$ cat src/rtl/clim_drive_ctrl.sv
module clim_drive_ctrl #(
  parameter int TW      = 8,
  parameter int AUTO_LO = 17,
  parameter int AUTO_HI = 26
) (
  input  logic          clk,
  input  logic          rst_n,
  input  logic          tick,
  input  logic          mode_btn,
  input  logic [TW-1:0] room_t,
  input  logic [TW-1:0] set_t,
  input  logic          run_en,
  output logic [1:0]    mode_o,
  output logic          heat_o,
  output logic          cool_o,
  output logic          dry_o
);
  localparam logic [TW-1:0] BAD_READ = '1;
  localparam logic [TW-1:0] BAND_LO  = TW'(AUTO_LO);
  localparam logic [TW-1:0] BAND_HI  = TW'(AUTO_HI);

  typedef enum logic [1:0] {M_STD, M_AUTO, M_SLEEP, M_DRY} mode_t;
  typedef enum logic [1:0] {D_IDLE, D_HEAT, D_COOL, D_DRY} drv_t;

  mode_t mode;
  drv_t  drv, drv_nx;
  logic  cold, hot, wet, clash, allow;

  always_ff @(posedge clk or negedge rst_n)
    if (!rst_n)                mode <= M_STD;
    else if (tick && mode_btn) mode <= mode_t'(mode + 2'd1);

  always_comb begin
    cold = 1'b0;
    hot  = 1'b0;
    wet  = 1'b0;
    case (mode)
      M_STD, M_SLEEP: begin
        cold = room_t < set_t;
        hot  = room_t > set_t;
      end
      M_AUTO: begin
        cold = room_t < BAND_LO;
        hot  = room_t > BAND_HI;
      end
      default: wet = 1'b1;
    endcase
    if (room_t == BAD_READ) begin
      cold = 1'b1;
      hot  = 1'b1;
    end
  end

  assign clash = cold && hot;
  assign allow = run_en && !clash;

  always_comb begin
    if (!allow)    drv_nx = D_IDLE;
    else if (cold) drv_nx = D_HEAT;
    else if (hot)  drv_nx = D_COOL;
    else if (wet)  drv_nx = D_DRY;
    else           drv_nx = D_IDLE;
  end

  always_ff @(posedge clk or negedge rst_n)
    if (!rst_n) drv <= D_IDLE;
    else        drv <= drv_nx;

  assign mode_o = mode;
  assign heat_o = allow && (drv == D_HEAT);
  assign cool_o = allow && (drv == D_COOL);
  assign dry_o  = allow && (drv == D_DRY);
endmodule


$ cat config.mk
export PLATFORM = sky130hd
export DESIGN_NAME = clim_drive_ctrl
export DESIGN_NICKNAME = d
export VERILOG_FILES = /design/src/rtl/clim_drive_ctrl.sv
export SDC_FILE = /design/constraint.sdc
export NUM_CORES = 1
export LEC_CHECK = 0
export BUFFER_PORTS_ARGS = -buffer_cell sky130_fd_sc_hd__clkbuf_2
export CAP_MARGIN = 20
export CORE_MARGIN = 3
export CORE_UTILIZATION = 41
export DETAILED_ROUTE_END_ITERATION = 8
export PLACE_DENSITY = 0.75
export SLEW_MARGIN = 25
export SYNTH_ARGS = -nofsm -noshare
export SYNTH_HDL_FRONTEND = slang
export SYNTH_SLANG_ARGS = --single-unit
$ cat constraint.sdc
create_clock -name clk -period 3.75 [get_ports clk]
set_input_delay 0.1875 -clock clk [delete_from_list [all_inputs] [get_ports clk]]
set_output_delay 0.1875 -clock clk [all_outputs]
set_load 0.05 [all_outputs]
* Word-level counts from Yosys, hierarchy flattened
Index checks and enable logic that the tools add are counted.
W data, S select, Z words.
** Word-level totals
- Register bits after elaboration :: 4
- Output and inout port bits :: 5
- Word-level logic and storage cells :: 31
** Cells by class
- Add/sub/neg operators :: 1
- Order comparisons :: 4
- Equality and inequality tests :: 6
- Muxes and demuxes :: 8
- Reductions and logical operators :: 10
** Operators by type and width (number)
- $eq A8 B8 Y1 const B :: 1
- $gt A8 B5 Y1 const B :: 1
- $gt A8 B8 Y1 :: 1
- $lt A8 B5 Y1 const B :: 1
- $lt A8 B8 Y1 :: 1
- $mux W2 :: 4
- $eq A2 B2 Y1 const B :: 3
- $logic_and A1 B1 Y1 :: 6
- $eq A2 B1 Y1 const B :: 2
- $pmux W1 S2 :: 2
- $reduce_or A3 Y1 :: 1
- $add A2 B1 Y2 const B :: 1
- $logic_not A2 Y1 :: 1
- $mux W1 :: 2
- $reduce_or A2 Y1 :: 1
- $logic_not A1 Y1 :: 1

* Longest topological paths before layout
Gate-level depths: netlist of the first run.
- Depth in word-level cells :: 8
- Gate-level depth with buffers :: 7
- Mapped depth without buffers :: 7

* Least setup slack after synthesis of the first run
OpenSTA, ideal clock, no wires.
- Path kind :: register to output
- Start :: register mode[0], in the netlist mode_o[0]
- End :: output port cool_o
- Arrival :: 2.321 ns
- Slack :: 1.242 ns
- Cell stages (with the launch flop) :: 7
- Buffers on the path :: 0
- Path through :: dfrtp_1 > inv_1 > ha_1 > o22ai_1 > a2bb2oi_1 > a21oi_1 > a21oi_1
** Between the ends
- Cells in the longest elaborated chain, start to end :: 8
- Elaborated cells on any way between the ends :: 12
- Classes of those cells :: eq/ne: 2; mux: 4; reduce/logical: 6
** Ends and longest elaborated chain
- start, declared :: RTL line 25 : mode_t mode;
- start signal, assigned :: RTL line 31 : else if (tick && mode_btn) mode <= mode_t'(mode + 2'd1);
- $eq A2 B2 Y1 or $logic_not A2 Y1 (tied branches) :: RTL line 37 : case (mode)
- $reduce_or A2 Y1
- $pmux W1 S2 :: RTL line 37
- $mux W1 :: RTL line 48 : if (room_t == BAD_READ) begin
- $logic_and A1 B1 Y1 * :: RTL line 54 : assign clash = cold && hot;
- $logic_not A1 Y1 * :: RTL line 55 : assign allow = run_en && !clash;
- $logic_and A1 B1 Y1 * :: RTL line 55
- $logic_and A1 B1 Y1 * :: RTL line 71 : assign cool_o = allow && (drv == D_COOL);
- end, declared :: RTL line 15 : output logic cool_o,
Mark *: on every way between the ends. The rest lies on a longest branch, timed or not.

* Worst setup path in the final report of the first run
- Start :: register mode[0], in the netlist mode_o[0]
- End :: output port heat_o
** Between the ends
- Cells in the longest elaborated chain, start to end :: 8
- Elaborated cells on any way between the ends :: 12
- Classes of those cells :: eq/ne: 2; mux: 4; reduce/logical: 6
** Ends and longest elaborated chain
- $eq A2 B2 Y1 or $logic_not A2 Y1 (tied branches) :: RTL line 37
- $reduce_or A2 Y1
- $pmux W1 S2 :: RTL line 37
- $mux W1 :: RTL line 48
- $logic_and A1 B1 Y1 * :: RTL line 54
- $logic_not A1 Y1 * :: RTL line 55
- $logic_and A1 B1 Y1 * :: RTL line 55
- $logic_and A1 B1 Y1 * :: RTL line 70 : assign heat_o = allow && (drv == D_HEAT);
- end, declared :: RTL line 14 : output logic heat_o,
Marked as above.

==> results of run 1 <==
==> area by class of cell <==
class	instances	area [um^2]
inverters	10	37.54
well taps	14	17.52
multi-input cells	54	420.4
repair buffers	26	135.1
flip-flops and latches	4	100.1
clock buffers	3	22.52
fillers	117	452.9
==> report_power, final <==
part           internal, uW  leakage [uW]  switching (uW)  total (uW)
clock                  35.6     0.0000138            15.4        51.1
sequential             63.8     0.0000497            22.8        86.6
combinational          91.3      0.000337             153         245
==> layer usage <==
metal	vias to the layer above	global-route usage [%]
li1	310	-
met1	249	18.32
met2	17	29.34
met3	0	3.814
met4	0	9.317
met5	-	0
==> critical path, stage by stage, from the launching register on <==
cell	delay [ns]
sky130_fd_sc_hd__dfrtp_1	0.43
sky130_fd_sc_hd__inv_1	0.10
sky130_fd_sc_hd__ha_1	0.23
sky130_fd_sc_hd__o22ai_1	0.22
sky130_fd_sc_hd__a2bb2oi_1	0.21
sky130_fd_sc_hd__a21oi_1	0.14
sky130_fd_sc_hd__a21oi_1	0.18
sky130_fd_sc_hd__clkbuf_2	0.30
==> cell usage after synthesis <==
library cell | n | area [um^2]
sky130_fd_sc_hd__o21ai_0 | 3 | 15.01
sky130_fd_sc_hd__o211ai_2 | 1 | 12.51
sky130_fd_sc_hd__and3_1 | 1 | 6.260
sky130_fd_sc_hd__o21bai_1 | 1 | 7.510
sky130_fd_sc_hd__o21a_1 | 3 | 22.52
sky130_fd_sc_hd__ha_1 | 12 | 150.1
sky130_fd_sc_hd__mux2_2 | 1 | 11.26
sky130_fd_sc_hd__o22ai_1 | 1 | 6.260
sky130_fd_sc_hd__dfrtp_1 | 4 | 100.1
sky130_fd_sc_hd__nand3b_1 | 2 | 15.01
sky130_fd_sc_hd__and2_1 | 1 | 6.260
sky130_fd_sc_hd__a2bb2oi_1 | 1 | 8.760
sky130_fd_sc_hd__inv_1 | 10 | 37.54
sky130_fd_sc_hd__a21oi_1 | 9 | 45.04
sky130_fd_sc_hd__nand2_1 | 4 | 15.01
sky130_fd_sc_hd__nand3_1 | 1 | 5.000
sky130_fd_sc_hd__o41ai_1 | 1 | 8.760
sky130_fd_sc_hd__a211o_1 | 1 | 8.760
sky130_fd_sc_hd__xnor2_1 | 1 | 8.760
sky130_fd_sc_hd__nand4_1 | 4 | 25.02
sky130_fd_sc_hd__nor2b_2 | 1 | 8.760
sky130_fd_sc_hd__o41ai_2 | 1 | 16.27
sky130_fd_sc_hd__nor2_1 | 2 | 7.510
sky130_fd_sc_hd__nor3_1 | 2 | 10.01
==> cell families after synthesis <==
kind of cell             after synthesis  share of synthesized area, %
AO/OA/AOI/OAI                         22                         27.13
adder cells (fa/ha/maj)               12                         26.91
XOR/XNOR                               1                         1.570
flip-flops                             4                         17.94
buffers and inverters                 10                         6.727
AND/OR/NAND/NOR                       18                         17.71
multiplexers                           1                         2.018
==> per-stage QoR <==
| step | std cells | area (um^2) | hold WS [ns] | worst slack (ns) |
|---|---|---|---|---|
| finish | 111 | 733.2 | 0.2396 | 1.527 |
| global route | 111 | 733.2 | 0.2505 | 1.295 |
| CTS | 111 | 733.2 | 0.2392 | 1.518 |
| detailed placement | 107 | 700.7 | -0.004960 | 1.764 |
| global placement | 107 | 700.7 | -0.006451 | 1.783 |
| floorplan | 68 | 558.0 | -0.1081 | 1.242 |
==> flip-flops by register name, indices dropped and copies added, names as in the netlist <==
register,flops
drv,2
mode_o,2
==> timing repair <==
action,4_1_cts,5_1_grt
hold buffers,1,0
hold endpoints to repair,4,0
endpoints found under the setup margin,0,0
==> worst max-delay path by stage <==
stage	endpoint	slack (ns)
finish	heat_o	1.53
global route	heat_o	1.30
detailed placement	heat_o	1.76
global placement	cool_o	1.78
CTS	heat_o	1.52
floorplan	cool_o	1.24
==> parameters.txt, run 1 <==
Parameter                              Value

Routing
  Routed vias ... 576
  Number of detailed-route iterations in the first pass ... 3
  Top routing layer in use ... met3
  Met2 wire len ... 669 um
  Met3 wire length ... 64 um
  Average routed wire per standard cell ... 11.87 um
  Final wirelength ... 1318 um
  Final routed DRC violation total ... 0
  Starting DRC count in detailed routing ... 4
  Wl on met1 ... 584 um
  Number of nets with antenna violations after routing ... 0
  Vias per inst ... 5.189

Timing
  Final Skew ... 0.003195 ns
  Setup violations, final ... 0
  Worst Tran Pin Value ... 0.3233 ns
  Max Clk Rate ... 449.9 MHz
  Number of pins exceeding their max-slew limit in the final report ... 0
  Crit share post-route ... 59.27%
  Worst max-slew margin expressed relative to the limit ... 78.22%
  Setup repair after global routing missed its margin ... no
  Fin crit period ... 2.223 ns
  Setup TNS ... 0 ns
  Hold Vio Cnt, Final ... 0

Final layout
  Layout Area Growth over Synthesis ... 31.39%
  Most common cell after layout, fill and taps aside ... sky130_fd_sc_hd__clkbuf_2
  Net count, final ... 132
  Core occupancy in the finished layout ... 61.81%
  Diode insertion count for antenna repair ... 0
  Ratio of cells with drive above 1 in the final layout ... 32.99%
  Commonest non-fill, non-tap cells in the layout ... sky130_fd_sc_hd__clkbuf_2 (25), sky130_fd_sc_hd__ha_1 (12), sky130_fd_sc_hd__inv_1 (10), sky130_fd_sc_hd__a21oi_1 (9)

Clock tree
  Number of cells upsized or downsized after cts ... 0
  Clock Sink Count ... 4
  TritonCTS buffer count ... 3
  Clock slew at the register clock pins of the worst setup and hold paths ... 0.04 ns
  Worst-case clock buffer depth ... 2
  CTS Root Buffer Type ... sky130_fd_sc_hd__clkbuf_4
  Insertion delay to the later sink of the worst-skew pair ... 0.23 ns
  Total number of H-tree levels ... 1
  Buffer count from post-CTS setup fixing ... 0
  Clock tree from TritonCTS ... done

Global routing
  Antenna violations before repair ... 0
  Global-route wire length before repair ... 2332 um
  Overall fraction of global-route tracks in use ... 16.81%
  Largest net degree at the start of global routing ... 6
  Total congestion overflow ... 0
  Number of global-route vias before repair ... 602

Yosys
  Synthesized netlist net count ... 101
  Syn. warnings ... 0
  Seq/Total Area, Yosys ... 17.94%
  Mean instance size in the synthesized netlist ... 8.206 um^2
  Number of library cell types mapped by synthesis ... 24
  Number of storage elements in the synthesis netlist ... 4
  Synth Instances ... 68
  Post-synth design cell area ... 558.0 um^2

Setup path
  Nature of the critical path startpoint ... flop
  Endpoint required time on the critical path ... 3.56 ns
  Maximum fanout along the worst path ... 5
  Critical Path Start ... mode_o[0]
  Length in cells of the worst reg-to-reg path ... 6
  R2R Path Start ... mode_o[0]
  End of the worst register-to-register path ... drv[1]
  Crit Path Class ... flop to primary output
  Register-to-register setup slack ... 2.07 ns
  Arrival time at the worst endpoint ... 2.04 ns
  Endpoint type of the worst setup path ... primary output

Floorplan
  Die boundary width ... 42.89 um
  Area of the die ... 0.001840 mm^2
  Core Rows ... 12
  Core Region ... 0.001186 mm^2
  Initial standard-cell utilization of the core ... 47.05%
  Height of the chip ... 42.89 um
  I/O pin total ... 26

Placement
  Routability congestion estimate from global placement ... 0.8006
  Dpl hpwl ... 1132 um
  Number of input and output port buffers inserted ... 25

Power and ir drop
  Power density over the cells ... 521.5 mW/mm^2
  Leakage ... 0.0004002 uW
  Total power consumption of the routed design ... 382.4 uW
  Max VDD drop ... 0.4065 mV

Status
  Result of the run ... completed

Min path
  Instance count along the most critical hold path ... 3
  Hold wc startpoint ... mode_btn
  Hold WC Path Type ... input pin to flop
  Hold EP ... mode_o[0]

Run
  Maximum Capacitance Violations ... 0
No activity file was read; power rests on OpenSTA's default activity.
==> run 2: changes to the inputs <==
--- a/config.mk
+++ b/config.mk
@@ -8,9 +8,9 @@
 export BUFFER_PORTS_ARGS = -buffer_cell sky130_fd_sc_hd__clkbuf_2
 export CAP_MARGIN = 20
 export CORE_MARGIN = 3
-export CORE_UTILIZATION = 41
+export CORE_UTILIZATION = 40
 export DETAILED_ROUTE_END_ITERATION = 8
-export PLACE_DENSITY = 0.75
+export PLACE_DENSITY = 0.76
 export SLEW_MARGIN = 25
 export SYNTH_ARGS = -nofsm -noshare
 export SYNTH_HDL_FRONTEND = slang
==> constraint.sdc (replaced) <==
create_clock -name clk -period 1.9 [get_ports clk]
set_input_delay 0.095 -clock clk [delete_from_list [all_inputs] [get_ports clk]]
set_output_delay 0.095 -clock clk [all_outputs]
set_load 0.05 [all_outputs]
==> run 2 against run 1 <==
Effect of this change:
- critical path depth unchanged
- via count up 11%
- sequential power up 97%
- worst setup slack worse by 1.5 ns
- non-clock buffer count up 3
- die area up 2.2%
- critical endpoint is now cool_o
- largest power group unchanged
- highest routed layer is now met4
==> parameters.txt, run 2 (synthesis results as in run 1) <==
Parameter                              Value

Timing
  Number of pins exceeding their max-slew limit in the final report ... 0 (unchanged)
  Setup violations, final ... 0 (unchanged)
  Setup repair after global routing missed its margin ... yes
  Worst max-slew margin expressed relative to the limit ... 74.33% (-3.9 points)
  Worst Tran Pin Value ... 0.3851 ns (+0.06174 ns)
  Final Skew ... 0.007773 ns (+0.004578 ns)
  Fin crit period ... 1.898 ns
  Hold Vio Cnt, Final ... 0 (unchanged)
  Max Clk Rate ... 527.0 MHz
  Worst hold margin ... 0.1317 ns (-0.1079 ns)
  Crit share post-route ... 99.87%

Floorplan
  Core Rows ... 12 (unchanged)
  Initial standard-cell utilization of the core ... 46.46% (-0.59 points)
  I/O pin total ... 26 (unchanged)
  Area of the die ... 0.001879 mm^2 (+2.2%)
  Die boundary width ... 43.35 um (+1.1%)
  Core Region ... 0.001201 mm^2 (+1.3%)
  Height of the chip ... 43.35 um (+1.1%)

Placement
  Dpl hpwl ... 1204 um (+6.4%)
  Number of input and output port buffers inserted ... 25 (unchanged)
  Routability congestion estimate from global placement ... 0.8178 (+2.1%)

Status
  Result of the run ... completed

Min path
  Hold WC Path Type ... input pin to flop

Power and ir drop
  Leakage ... 0.0004355 uW (+8.8%)
  Max VDD drop ... 1.049 mV (+160%)
  Power density over the cells ... 1192 mW/mm^2 (+130%)

Routing
  Routed vias ... 639 (+11%)
  Final wirelength ... 1585 um (+20%)
  Vias per inst ... 5.557 (+7.1%)
  Starting DRC count in detailed routing ... 7 (+3)
  Number of detailed-route iterations in the first pass ... 4 (+1)
  Average routed wire per standard cell ... 13.78 um (+16%)
  Number of nets with antenna violations after routing ... 0 (unchanged)
  Final routed DRC violation total ... 0 (unchanged)

Global routing
  Largest net degree at the start of global routing ... 5 (-1)
  Number of global-route vias before repair ... 627 (+4.2%)
  Total congestion overflow ... 0 (unchanged)
  Antenna violations before repair ... 0 (unchanged)
  Overall fraction of global-route tracks in use ... 17.20% (+0.39 points)
  Global-route wire length before repair ... 2511 um (+7.7%)

Final layout
  Net count, final ... 135 (+2.3%)
  Most common cell after layout, fill and taps aside ... sky130_fd_sc_hd__clkbuf_2
  Layout Area Growth over Synthesis ... 60.54%
  Ratio of cells with drive above 1 in the final layout ... 47.52% (+15 points)
  Core occupancy in the finished layout ... 74.58% (+13 points)
  Diode insertion count for antenna repair ... 0 (unchanged)
  Commonest non-fill, non-tap cells in the layout ... sky130_fd_sc_hd__clkbuf_2 (22), sky130_fd_sc_hd__ha_1 (10), sky130_fd_sc_hd__inv_1 (8), sky130_fd_sc_hd__a21oi_1 (5)
  Filler cell count ... 83 (-29%)

Setup path
  Endpoint required time on the critical path ... 1.80 ns (-1.76 ns)
  Nature of the critical path startpoint ... flop
  Crit Path Class ... flop to primary output
  Maximum fanout along the worst path ... 4 (-1)
  Endpoint type of the worst setup path ... primary output
  Arrival time at the worst endpoint ... 1.80 ns (-0.24 ns)

Run
  Maximum Capacitance Violations ... 0 (unchanged)

Clock tree
  Clock slew at the register clock pins of the worst setup and hold paths ... 0.04 ns (about the same)
  Insertion delay to the later sink of the worst-skew pair ... 0.23 ns (about the same)
  TritonCTS buffer count ... 3 (unchanged)
  Total number of H-tree levels ... 1 (unchanged)
  Clock tree from TritonCTS ... done
  Worst-case clock buffer depth ... 2 (unchanged)
  CTS Root Buffer Type ... sky130_fd_sc_hd__clkbuf_4
  Clock Sink Count ... 4 (unchanged)
-- run 2: cell count changes in the layout (fill, tap and decap cells not counted), sizes merged --
cell / change
buf: +6
clkbuf: -2
-- run 2: path summary, 6_finish.rpt --
path	start	cells past startpoint	slack [ns]	to
worst max-delay path	mode_o[1]	7	0.002	cool_o
worst min-delay path	mode_btn	3	0.13	mode_o[0]
worst max register to register	mode_o[1]	6	0.28	drv[1]
worst min register to register	mode_o[1]	1	0.60	mode_o[1]
max in group asynchronous	rst_n	2	1.57	mode_o[0]
min in group asynchronous	rst_n	2	0.19	mode_o[1]
-- run 2: routing by layer --
layer	up-vias	track usage (%)	share of wire, %
met1	292	19.80	39
met4	0	5.422	3.3
li1	313	-	-
met5	-	0	0
met2	26	32.74	53
met3	8	1.660	5.0
-- run 2: cell type report --
class / instances / area [um^2] / share of cell area [%]
repair buffers: 29 / 187.7 / 20.95
inverters: 10 / 40.04 / 4.469
flip-flops and latches: 4 / 102.6 / 11.45
well taps: 14 / 17.52 / 1.955
multi-input cells: 54 / 521.8 / 58.24
clock buffers: 4 / 26.28 / 2.933
-- run 2: critical path, cell delays in order, from the launching register on --
cell                      delay (ns)
sky130_fd_sc_hd__dfrtp_2        0.43
sky130_fd_sc_hd__inv_2          0.08
sky130_fd_sc_hd__ha_4           0.14
sky130_fd_sc_hd__o22ai_4        0.07
sky130_fd_sc_hd__a211o_1        0.28
sky130_fd_sc_hd__a21oi_4        0.30
sky130_fd_sc_hd__a21oi_4        0.10
sky130_fd_sc_hd__buf_8          0.16
-- run 2: timing repair --
| item | in CTS | in global routing |
|---|---|---|
| hold endpoints to repair | 4 | 0 |
| buffers inserted | 2 | 0 |
| pin swaps | 7 | 4 |
| resized for setup | 17 | 6 |
| setup endpoints to repair | 3 | 3 |
| hold buffers | 1 | 0 |
-- run 2: report_power, final --
group | internal, uW | total (uW) | switching, uW
sequential | 130 | 171 | 40.9
clock | 78.7 | 112 | 33.3
combinational | 335 | 784 | 449
-- run 2: through the flow --
stage | setup TNS [ns] | power (uW) | setup WS (ns) | std cells | area, um^2
5_1_grt | -0.1647 | 1149 | -0.06708 | 115 | 895.9
2_1_floorplan | 0 | 604.4 | 0.03164 | 68 | 598.1
4_1_cts | -0.09702 | 1040 | -0.03681 | 115 | 882.1
3_3_place_gp | 0 | 725.4 | 0.02492 | 108 | 748.2
3_5_place_dp | -0.03367 | 741.4 | -0.01949 | 108 | 748.2
6_report | 0 | 1067 | 0.002414 | 115 | 895.9
